[src/rtl/nvck_pkg.sv]
package nvck_pkg;

  typedef enum logic [3:0] {
    ST_IDLE, ST_RD_HI, ST_RD_LO, ST_UPDATE, ST_TAIL,
    ST_TAIL_FOLD, ST_WRITE_HI, ST_WRITE_LO, ST_DONE
  } nvckState_e;

  typedef struct packed {
    logic init;      // latch parameters, reset accumulator
    logic rdHi;      // request high byte of word
    logic rdLo;      // request low byte, capture high byte
    logic fold;      // fold full word, advance index
    logic rdTail;    // request odd trailing byte
    logic foldTail;  // fold trailing byte in upper half
    logic wrHi;      // store result high byte
    logic wrLo;      // store result low byte
  } nvckCtl_t;

  function automatic logic [15:0] foldStep(input logic [15:0] prev, input logic [15:0] w);
    logic [15:0] d, a, b;
    d = prev ^ w;
    a = {12'h000, d[3:0]};
    b = {12'h000, d[7:4] ^ d[3:0]};
    return (prev >> 8) ^ (a << 3) ^ (a << 8) ^ b ^ (b << 7) ^ (b << 12);
  endfunction

endpackage

[src/rtl/nvck_ctrl.sv]
module nvck_ctrl
  import nvck_pkg::*;
(
  input  logic     clk,
  input  logic     rstN,
  input  logic     start,
  input  logic     startEven,
  input  logic     startOdd,
  input  logic     startWb,
  input  logic     moreWords,
  input  logic     tailPending,
  input  logic     wbEn,
  output nvckCtl_t ctl,
  output logic     busy,
  output logic     done
);

  nvckState_e state, nextState;
  logic accept;

  assign accept = start && (state == ST_IDLE || state == ST_DONE);

  always_comb begin
    nextState = state;
    case (state)
      ST_IDLE, ST_DONE: begin
        if (accept) begin
          if (startEven)     nextState = ST_RD_HI;
          else if (startOdd) nextState = ST_TAIL;
          else if (startWb)  nextState = ST_WRITE_HI;
          else               nextState = ST_DONE;
        end
      end
      ST_RD_HI:  nextState = ST_RD_LO;
      ST_RD_LO:  nextState = ST_UPDATE;
      ST_UPDATE: begin
        if (moreWords)        nextState = ST_RD_HI;
        else if (tailPending) nextState = ST_TAIL;
        else if (wbEn)        nextState = ST_WRITE_HI;
        else                  nextState = ST_DONE;
      end
      ST_TAIL:      nextState = ST_TAIL_FOLD;
      ST_TAIL_FOLD: nextState = wbEn ? ST_WRITE_HI : ST_DONE;
      ST_WRITE_HI:  nextState = ST_WRITE_LO;
      ST_WRITE_LO:  nextState = ST_DONE;
      default:      nextState = ST_IDLE;
    endcase
  end

  always_ff @(posedge clk) begin
    if (!rstN) state <= ST_IDLE;
    else       state <= nextState;
  end

  always_comb begin
    ctl          = '0;
    ctl.init     = accept;
    ctl.rdHi     = (state == ST_RD_HI);
    ctl.rdLo     = (state == ST_RD_LO);
    ctl.fold     = (state == ST_UPDATE);
    ctl.rdTail   = (state == ST_TAIL);
    ctl.foldTail = (state == ST_TAIL_FOLD);
    ctl.wrHi     = (state == ST_WRITE_HI);
    ctl.wrLo     = (state == ST_WRITE_LO);
  end

  assign busy = !(state == ST_IDLE || state == ST_DONE);
  assign done = (state == ST_DONE);

  // busy and done exclusive
  p_busy_done_excl_r6: assert property (@(posedge clk) disable iff (!rstN)
    !(busy && done));

  // done holds without a new start
  p_done_hold_r8: assert property (@(posedge clk) disable iff (!rstN)
    (done && !start) |=> done);

  // a start while busy does not end the run early
  p_busy_start_ignored_r8: assert property (@(posedge clk) disable iff (!rstN)
    (busy && start && !ctl.wrLo && !(ctl.fold && !moreWords && !tailPending && !wbEn)
      && !(ctl.foldTail && !wbEn)) |=> busy);

endmodule

[src/rtl/nvck_dpath.sv]
module nvck_dpath
  import nvck_pkg::*;
#(
  parameter int AW = 13,
  parameter int CW = 13
) (
  input  logic          clk,
  input  logic          rstN,
  input  nvckCtl_t      ctl,
  input  logic [AW-1:0] startAddr,
  input  logic [CW-1:0] byteCount,
  input  logic          writeBack,
  input  logic [AW-1:0] dstAddr,
  input  logic [7:0]    memRdata,
  output logic          memRe,
  output logic [AW-1:0] memAddr,
  output logic          memWe,
  output logic [7:0]    memWdata,
  output logic [15:0]   result,
  output logic          startEven,
  output logic          startOdd,
  output logic          moreWords,
  output logic          tailPending,
  output logic          wbEn
);

  localparam int IW = CW + 1;
  localparam logic [15:0] SEED = 16'hFFFF;

  logic [AW-1:0] baseQ, dstQ;
  logic [CW-1:0] evenQ, idxQ;
  logic          oddQ, wbQ;
  logic [7:0]    hiByte;
  logic [15:0]   acc;

  assign startEven = (byteCount[CW-1:1] != '0);
  assign startOdd  = byteCount[0];

  always_ff @(posedge clk) begin
    if (!rstN) begin
      baseQ  <= '0;
      dstQ   <= '0;
      evenQ  <= '0;
      oddQ   <= 1'b0;
      wbQ    <= 1'b0;
      idxQ   <= '0;
      hiByte <= '0;
      acc    <= SEED;
    end else begin
      if (ctl.init) begin
        baseQ <= startAddr;
        dstQ  <= dstAddr;
        evenQ <= {byteCount[CW-1:1], 1'b0};
        oddQ  <= byteCount[0];
        wbQ   <= writeBack;
        idxQ  <= '0;
        acc   <= SEED;
      end
      if (ctl.rdLo) hiByte <= memRdata;
      if (ctl.fold) begin
        acc  <= foldStep(acc, {hiByte, memRdata});
        idxQ <= idxQ + 1'b1;
      end
      if (ctl.foldTail) acc <= foldStep(acc, {memRdata, 8'h00});
    end
  end

  assign moreWords   = ({1'b0, idxQ} + IW'(1)) < {1'b0, evenQ};
  assign tailPending = oddQ;
  assign wbEn        = wbQ;

  always_comb begin
    memAddr = baseQ + AW'(idxQ);
    if (ctl.rdLo)   memAddr = baseQ + AW'(idxQ) + AW'(1);
    if (ctl.rdTail) memAddr = baseQ + AW'(evenQ);
    if (ctl.wrHi)   memAddr = dstQ;
    if (ctl.wrLo)   memAddr = dstQ + AW'(1);
  end

  assign memRe    = ctl.rdHi | ctl.rdLo | ctl.rdTail;
  assign memWe    = ctl.wrHi | ctl.wrLo;
  assign memWdata = ctl.wrHi ? acc[15:8] : acc[7:0];
  assign result   = acc;

  // accumulator seeded on acceptance
  p_acc_seed_r2: assert property (@(posedge clk) disable iff (!rstN)
    ctl.init |=> (acc == 16'hFFFF));

  // one port operation per cycle
  p_single_access_r6: assert property (@(posedge clk) disable iff (!rstN)
    !(memRe && memWe));

  // writes only in a write-back run
  p_write_gated_r7: assert property (@(posedge clk) disable iff (!rstN)
    memWe |-> wbQ);

  // result stable while idle between runs
  p_result_stable_r8: assert property (@(posedge clk) disable iff (!rstN)
    (!ctl.init && !ctl.fold && !ctl.foldTail) |=> $stable(result));

endmodule

[src/rtl/nvck_engine.sv]
module nvck_engine
  import nvck_pkg::*;
#(
  parameter int AW = 13,
  parameter int CW = 13
) (
  input  logic          clk,
  input  logic          rstN,
  input  logic          start,
  input  logic [AW-1:0] startAddr,
  input  logic [CW-1:0] byteCount,
  input  logic          writeBack,
  input  logic [AW-1:0] dstAddr,
  output logic          memRe,
  output logic [AW-1:0] memAddr,
  input  logic [7:0]    memRdata,
  output logic          memWe,
  output logic [7:0]    memWdata,
  output logic          busy,
  output logic          done,
  output logic [15:0]   result
);

  nvckCtl_t ctl;
  logic startEven, startOdd, moreWords, tailPending, wbEn;

  nvck_ctrl u_ctrl (
    .clk(clk), .rstN(rstN), .start(start),
    .startEven(startEven), .startOdd(startOdd), .startWb(writeBack),
    .moreWords(moreWords), .tailPending(tailPending), .wbEn(wbEn),
    .ctl(ctl), .busy(busy), .done(done)
  );

  nvck_dpath #(.AW(AW), .CW(CW)) u_dpath (
    .clk(clk), .rstN(rstN), .ctl(ctl),
    .startAddr(startAddr), .byteCount(byteCount), .writeBack(writeBack),
    .dstAddr(dstAddr), .memRdata(memRdata),
    .memRe(memRe), .memAddr(memAddr), .memWe(memWe), .memWdata(memWdata),
    .result(result), .startEven(startEven), .startOdd(startOdd),
    .moreWords(moreWords), .tailPending(tailPending), .wbEn(wbEn)
  );

  // quiet outputs right after reset
  p_reset_quiet_r1: assert property (@(posedge clk)
    !rstN |=> (!busy && !done && !memRe && !memWe));

endmodule

[config.mk]
export PLATFORM = sky130hd
export DESIGN_NAME = nvck_engine
export DESIGN_NICKNAME = d
export VERILOG_FILES = /design/src/rtl/nvck_pkg.sv /design/src/rtl/nvck_ctrl.sv /design/src/rtl/nvck_dpath.sv /design/src/rtl/nvck_engine.sv
export SDC_FILE = /design/constraint.sdc
export NUM_CORES = 1
export LEC_CHECK = 0
export BUFFER_PORTS_ARGS = -buffer_cell sky130_fd_sc_hd__buf_2
export CAP_MARGIN = 20
export CELL_PAD_IN_SITES_DETAIL_PLACEMENT = 2
export CELL_PAD_IN_SITES_GLOBAL_PLACEMENT = 2
export CORE_MARGIN = 4
export CORE_UTILIZATION = 35
export CTS_CLUSTER_SIZE = 40
export DETAILED_ROUTE_END_ITERATION = 12
export MAX_ROUTING_LAYER = met4
export PLACE_DENSITY = 0.94
export SLEW_MARGIN = 20
export SYNTH_ARGS = -nofsm -noshare
export SYNTH_HDL_FRONTEND = slang
export SYNTH_SLANG_ARGS = --single-unit
[constraint.sdc]
create_clock -name clk -period 6.79 [get_ports clk]
set_clock_uncertainty 0.05 [all_clocks]
set_input_delay 0.3395 -clock clk [delete_from_list [all_inputs] [get_ports clk]]
set_output_delay 0.3395 -clock clk [all_outputs]
set_load 0.01 [all_outputs]
==> results of run 1 <==
where the power goes:
group          internal, mW  switching [mW]
Combinational         0.229           0.414
Clock                 0.371           0.213
Sequential            0.485          0.0968
Total                  1.08           0.724
worst max-delay path, stage by stage (launching register included):
cell	delay, ps
dfxtp_1	460
ha_1	230
inv_1	60
fa_1	410
nor2b_1	250
o22ai_1	140
xnor2_1	370
nand4_1	260
nor4_1	350
nand2_1	120
xor2_1	160
o31ai_1	200
buf_2	170
cell type report:
type	instances	area share, %
Multi-Input combinational cell	614	59.15
Sequential cell	73	22.09
Timing Repair Buffer	97	7.566
Tap cell	216	4.085
Clock buffer	10	3.613
Inverter	31	1.759
Clock inverter	6	1.702
Antenna cell	1	0.03783
cells by family (layout without fill, tap and decap cells):
group,Yosys count,after routing,synth area share (%)
adder cells (fa/ha/maj),40,40,9.160
flip-flops,73,73,25.97
buffers and inverters,68,144,4.602
multiplexers,8,8,1.601
AO/OA/AOI/OAI,193,193,22.37
XOR/XNOR,86,86,13.38
AND/OR/NAND/NOR,287,287,22.92
other,0,1,0
state kept, by name (all words and copies together) (netlist names):
name	cells
u_dpath.wbEn	1
u_dpath.dstQ	13
u_dpath.tailPending	1
u_dpath.baseQ	13
u_dpath.idxQ	13
u_dpath.result	16
u_dpath.evenQ	12
u_ctrl.state	4
layout by cell type, fill, tap and decap left out, types with 2 or more instances in the layout:
cell type,count
buf_4,6
nand2_1,130
nand2b_1,5
or2_2,3
nor2_1,60
and4_1,4
xor2_1,44
nand3b_1,2
clkbuf_16,9
a31oi_1,9
a211oi_1,3
nor3_1,17
a21boi_0,50
o21ai_0,44
a21oi_1,31
or3_1,2
and3_1,7
bufinv_16,3
o22ai_1,16
nand4_1,9
o21a_1,2
buf_2,91
o2111ai_1,2
inv_1,30
o211ai_1,13
or4_1,2
ha_1,38
dfxtp_1,73
nand3_1,26
mux2_2,8
xnor2_1,42
o31ai_1,2
nor2b_1,7
fa_1,2
nor4_1,6
and2_1,4
a21o_1,8
worst paths after layout:
path | end | cells after the start | slack [ps]
max | memAddr[10] | 12 | 2840
min reg2reg | u_dpath.tailPending | 2 | 440
max reg2reg | u_dpath.result[8] | 7 | 3200
min | u_dpath.baseQ[3] | 3 | 180
per-layer routing:
layer	vias to the layer above	part of all wire [%]	global-route usage, %
met4	0	3.4	11.48
met2	127	51	45.05
met5	-	0	-
met1	2877	41	28.85
li1	2768	-	-
met3	46	4.2	3.465
==> results.md, run 1 <==
- Tcrit/Tclk final: 58.12%
- CTS Buffer Depth: 2
- Worst path arrival time: 3560 ps
- Die Wd: 134.8 um
- Gr ovfl total: 0
- Final core utilization: 41.79%
- Mean Syn Cell Area: 7.454 um^2
- Final setup margin: 2843 ps
- Num Clock Sinks: 73
- Post-synth cell types: 52
- Cell Count, Final, Fillers Out: 1048
- Wire per inst: 21.24 um
- Max-cap viol count: 0
- Reg area: 1461 um^2
- Layout cells sized above 1: 15.52%
- First DRT Iteration DRCs: 272
- Multi-input logic area: 3913 um^2
- Post-Synthesis Cells: 755
- Vias in the first global route: 6504
- Syn-to-layout area delta: 17.54%
- Synth top area cells: dfxtp_1 26%, nand2_1 8.7%, ha_1 8.4%, xor2_1 6.8%, a21boi_0 6.7%
- Clk root buf: clkbuf_16
- Post-Layout Inst Area: 6615 um^2
- Peak supply drop: 0.1277 mV
- RSZ-0062 raised after global routing: false
- Status: finished clean
- Worst min path class: in2reg
- Synthesis warning total: 0
- Die area: 18170 um^2
- First drt pass iteration count: 4
- H-tree levels: 3
- Starting Density: 35.56%
- Setup_tns: 0 ps
- Post-Syn Nets: 846
- Fmax: 253.4 MHz
- Tot Pwr: 1.809 mW
- FP Rows: 46
- Crit path from: u_dpath.idxQ[0]
- Cts hold-fix bufs: 0
- Num ports: 92
- LEAKAGE: 2.692 nW
- Worst Path Required: 6400 ps
- Largest net degree at the start of global routing: 72
- Hpwl dp: 16.04 mm
- Count leader, synth: nand2_1
- Post-CTS Setup Bufs: 0
- Final Max Tran Viols: 0
- Slew at the pin closest to its max-slew limit: 842.9 ps
- Setup crit start kind: register
- Residual DRC count: 0
- Hold Vio Cnt, Final: 0
- Leading cell types by count after synthesis: 130 x nand2_1, 73 x dfxtp_1, 60 x nor2_1, 50 x a21boi_0
- Port bufs: 91
- Top cell type's share of synthesized area: 25.97%
- Reg-to-reg startpoint: u_ctrl.state[0]
- Clock slew at reported path FFs: 70 ps
- Max-slew headroom: 43.60%
- Netlist Area Pre-Place: 5628 um^2
- Die extent in y: 134.8 um
- Cell taking the most area after synthesis: dfxtp_1
- Sequential area share after synthesis: 25.97%
- Core ar.: 15830 um^2
- Crit path time final: 3947 ps
- Worst setup EP type: output port
- Total wire length: 22.26 mm
- CTS tree: built
- NumNets Final: 917
- GRT Util Overall: 25.58%
- Initial antenna violation count: 1
- Post-synth EDFFs: 0
- Critical path class: reg2out
- CP Max Fanout: 7
- PostCTS Resize Cnt: 0
- Final estimated routing congestion in global placement: 0.8418
- Register bit total from synthesis: 73
- Clock latency on the worst-skew pair: 360 ps
- Final setup viols: 0
- Final hold slack: 178.2 ps
- Via count: 5818
- Placed Instance Area: 6256 um^2
- Synth Flop Type: dfxtp_1
- Pwr per Cell Area: 273.4 nW/um^2
- Total CTS buffers: 9
- Post-synth ARST share: 0%
- Placed cells: 1031
- Via/cell ratio: 5.552
- Fillers: 1854
- Final ANT Viol Nets: 0
- Setup slack after placement: 3305 ps
- First-pass GRT wire length: 35.49 mm
- Worst Min Path Start: startAddr[3]
(Power assumes the default switching activity.)
==> run 2, diff against run 1 <==
Settings changed: ABC_AREA set to 1, CORE_UTILIZATION 35 to 28, PLACE_DENSITY 0.94 to 0.85.
Clock period 6.79 ns to 3.5 ns, I/O delays scaled along.
==> run 2 against run 1 <==
Compared with the run above:
- first-iteration DRC count decreased by 19%
- die area up 30%
- clock-buffer cell count grew 1
- final area rose by 5.6%
- synthesized cell count increased by 21%
- highest routed layer unchanged
- setup slack lost 2500 ps
- total power is 55% higher
- flip-flop and latch count did not move
- routed wire length grew 5.5%
- sequential share of layout area fell by 1.2 points
==> results.md, run 2 <==
- Mean Syn Cell Area: 6.509 um^2
- Setup_tns: 0 ps
- M1 WL: 10.32 mm
- Commonest non-fill, non-tap cell in the layout: nand2_1
- Netlist Area Pre-Place: 5923 um^2
- Worst Path Required: 3270 ps
- Gr ovfl total: 0
- Count leader, synth: nand2_1
- LEAKAGE: 3.159 nW
- Clock slew at reported path FFs: 60 ps
- First-pass GRT wire length: 38.81 mm
- Leading cell types by count after synthesis: 207 x nand2_1, 114 x a21oi_1, 100 x inv_1, 83 x o21ai_0, 73 x dfxtp_1
- Critical path class: reg2out
- Layout cells sized above 1: 16.18%
- RSZ-0062 raised after global routing: false
- CP delay by family, top: simple AND/OR/NAND/NOR gates
- Syn-to-layout area delta: 17.98%
- Met2 routed WL: 11.88 mm
- H-tree levels: 3
- Setup crit start kind: register
- Final setup viols: 0
- Buf+Inv Stages, Crit Path: 3
- FP Rows: 52
- Final ANT Viol Nets: 0
- Register bit total from synthesis: 73
- Residual DRC count: 0
- Hold path depth: 3
- Crit path cell chain: ha_4 > inv_1 > fa_1 > inv_1 > ha_1 > nand2_4 > nor2_4 > nand3_4 > nor2_4 > nand2_2 > nor2_4 > nand3_1 > nand3_1 > nand3_1 > nand2_1 > nand2_1 > buf_2
- Final Max Tran Viols: 0
- Hold Vio Cnt, Final: 0
- Peak supply drop: 0.1712 mV
- Reg-to-reg startpoint: u_dpath.idxQ[2]
- Top Layer Used: met4
- Clock latency on the worst-skew pair: 360 ps
- Worst Min Path Start: startAddr[7]
- First drt pass iteration count: 4
- Via count: 6579
- Core ar.: 20490 um^2
- Max-slew headroom: 49.70%
- Cts hold-fix bufs: 0
- Starting Density: 28.90%
- R2R setup slack: 680 ps
- Synthesis warning total: 0
- Crit path time final: 3150 ps
- Hpwl dp: 18.17 mm
- Worst min path class: in2reg
- Die area: 23550 um^2
- Worst setup EP type: output port
- Cell taking the most area after synthesis: dfxtp_1
- Pwr per Cell Area: 401.0 nW/um^2
- Synth top area cells: dfxtp_1 25%, nand2_1 13%, a21oi_1 9.6%, ha_1 8.0%, o21ai_0 7.0%
- Total wire length: 23.49 mm
- R2R depth: 13
- GRT Util Overall: 20.88%
- Post-synth EDFFs: 0
- Sequential area share after synthesis: 24.67%
- Initial antenna violation count: 2
- Most frequent cells in the layout: 206 x nand2_1, 114 x a21oi_1, 100 x inv_1
- Fmax: 317.5 MHz
- Crit path largest cell delay: 460 ps
- Tcrit/Tclk final: 89.99%
- Die extent in y: 153.4 um
- Cell Count, Final, Fillers Out: 1267
- Total CTS buffers: 9
- Final estimated routing congestion in global placement: 0.8726
- Post-Syn Nets: 1001
- CP Max Fanout: 6
- Worst Hold End: u_dpath.baseQ[7]
- Post-synth ARST share: 0%
- Num Clock Sinks: 73
- First DRT Iteration DRCs: 220
- RR Endpoint: u_ctrl.state[2]
- Max-cap viol count: 0
- Clk root buf: clkbuf_16
- Met3 WL post-DR: 598 um
- Port bufs: 91
- Placed cells: 1249
- Status: finished clean
- Post-Synthesis Cells: 910
- CTS Buffer Depth: 2
- Top cell type's share of synthesized area: 24.67%
- NumNets Final: 1081
- Worst path arrival time: 2920 ps
- Die Wd: 153.4 um
- Synth Flop Type: dfxtp_1
- Vias in the first global route: 7255
- CTS tree: built
- Slowest-stage cell, CP: fa_1
- Via/cell ratio: 5.193
- Num ports: 92
- Slew at the pin closest to its max-slew limit: 746.5 ps
- Max FFs per register: 16
- Largest net degree at the start of global routing: 70
- Post-synth cell types: 50
- Wire per inst: 18.54 um
==> run 2: cell types whose count changed in the layout (fill, tap and decap cells not counted), moves of 31 or more <==
cell / delta
a21boi_0: -50
a21oi_1: +83
inv_1: +70
nand2_1: +76
nand3_1: +31
o21ai_0: +39
==> run 2: layout make-up <==
| class | instances | area [um^2] |
|---|---|---|
| well taps | 270 | 337.8 |
| fillers | 2508 | 13510 |
| multi-input cells | 700 | 3950 |
| clock buffers | 11 | 252.7 |
| diodes | 2 | 5.005 |
| clock inverters | 5 | 62.56 |
| inverters | 107 | 401.6 |
| repair buffers | 99 | 515.5 |
| flip-flops and latches | 73 | 1463 |
==> run 2: kinds of logic after synthesis <==
family	synth area share, %
buf+inv	8.935
flops	24.67
xor+xnor	6.506
fa+ha+maj	8.703
compound gates	22.14
simple gates	29.05
==> run 2: where the power goes <==
group          switching (mW)  leakage, nW  internal, mW
Combinational           0.534         2.41         0.276
Clock                   0.402        0.148         0.595
Sequential             0.0831        0.601         0.912
Total                    1.02         3.16          1.78
==> run 2: metal layers <==
metal	up-vias	GRT usage (%)
met1	3224	24.48
met2	102	36.36
met3	45	3.167
li1	3208	-
met4	0	7.401
met5	-	-
==> run 2: repair_timing <==
item / 4_1_cts / 5_1_grt
buffers inserted: 0 / 0
endpoints found under the setup margin: 0 / 6
gates resized for setup: 0 / 3
==> run 2: how the worst max path moves through the flow <==
stage / start / to / slack [ps] / cells after the start
global route: u_dpath.idxQ[0] / memAddr[12] / 50 / 18
global placement: u_dpath.idxQ[0] / memAddr[12] / 710 / 17
floorplan: u_dpath.idxQ[0] / memAddr[12] / 1020 / 17
finish: u_dpath.idxQ[0] / memAddr[12] / 350 / 17
CTS: u_dpath.idxQ[0] / memAddr[12] / 180 / 17
detailed placement: u_dpath.idxQ[0] / memAddr[12] / 590 / 17
==> run 2: worst reg2reg max path, delay by kind of cell (launching register included) <==
| kind | cells | cell delay [ps] |
|---|---|---|
| DFF | 1 | 460 |
| buffers and inverters | 2 | 200 |
| xor gates and xnor gates | 1 | 180 |
| adders and majority gates | 1 | 300 |
| AOI/OAI and AO/OA | 3 | 490 |
| and+or+nand+nor | 6 | 1020 |
==> run 2: per-stage QoR <==
stage	area, um^2	utilization, %	power, mW	hold slack (ps)	worst slack, ps
after global routing	6988	34.10	2.970	58.55	50.49
final	6988	34.10	2.802	47.51	350.2
after CTS	6969	34.00	2.832	43.47	184.4
after detailed placement	6654	32.47	1.812	411.4	590.8
after global placement	6654	32.47	1.778	408.8	711.9
after floorplan	5923	-	1.517	289.4	1015
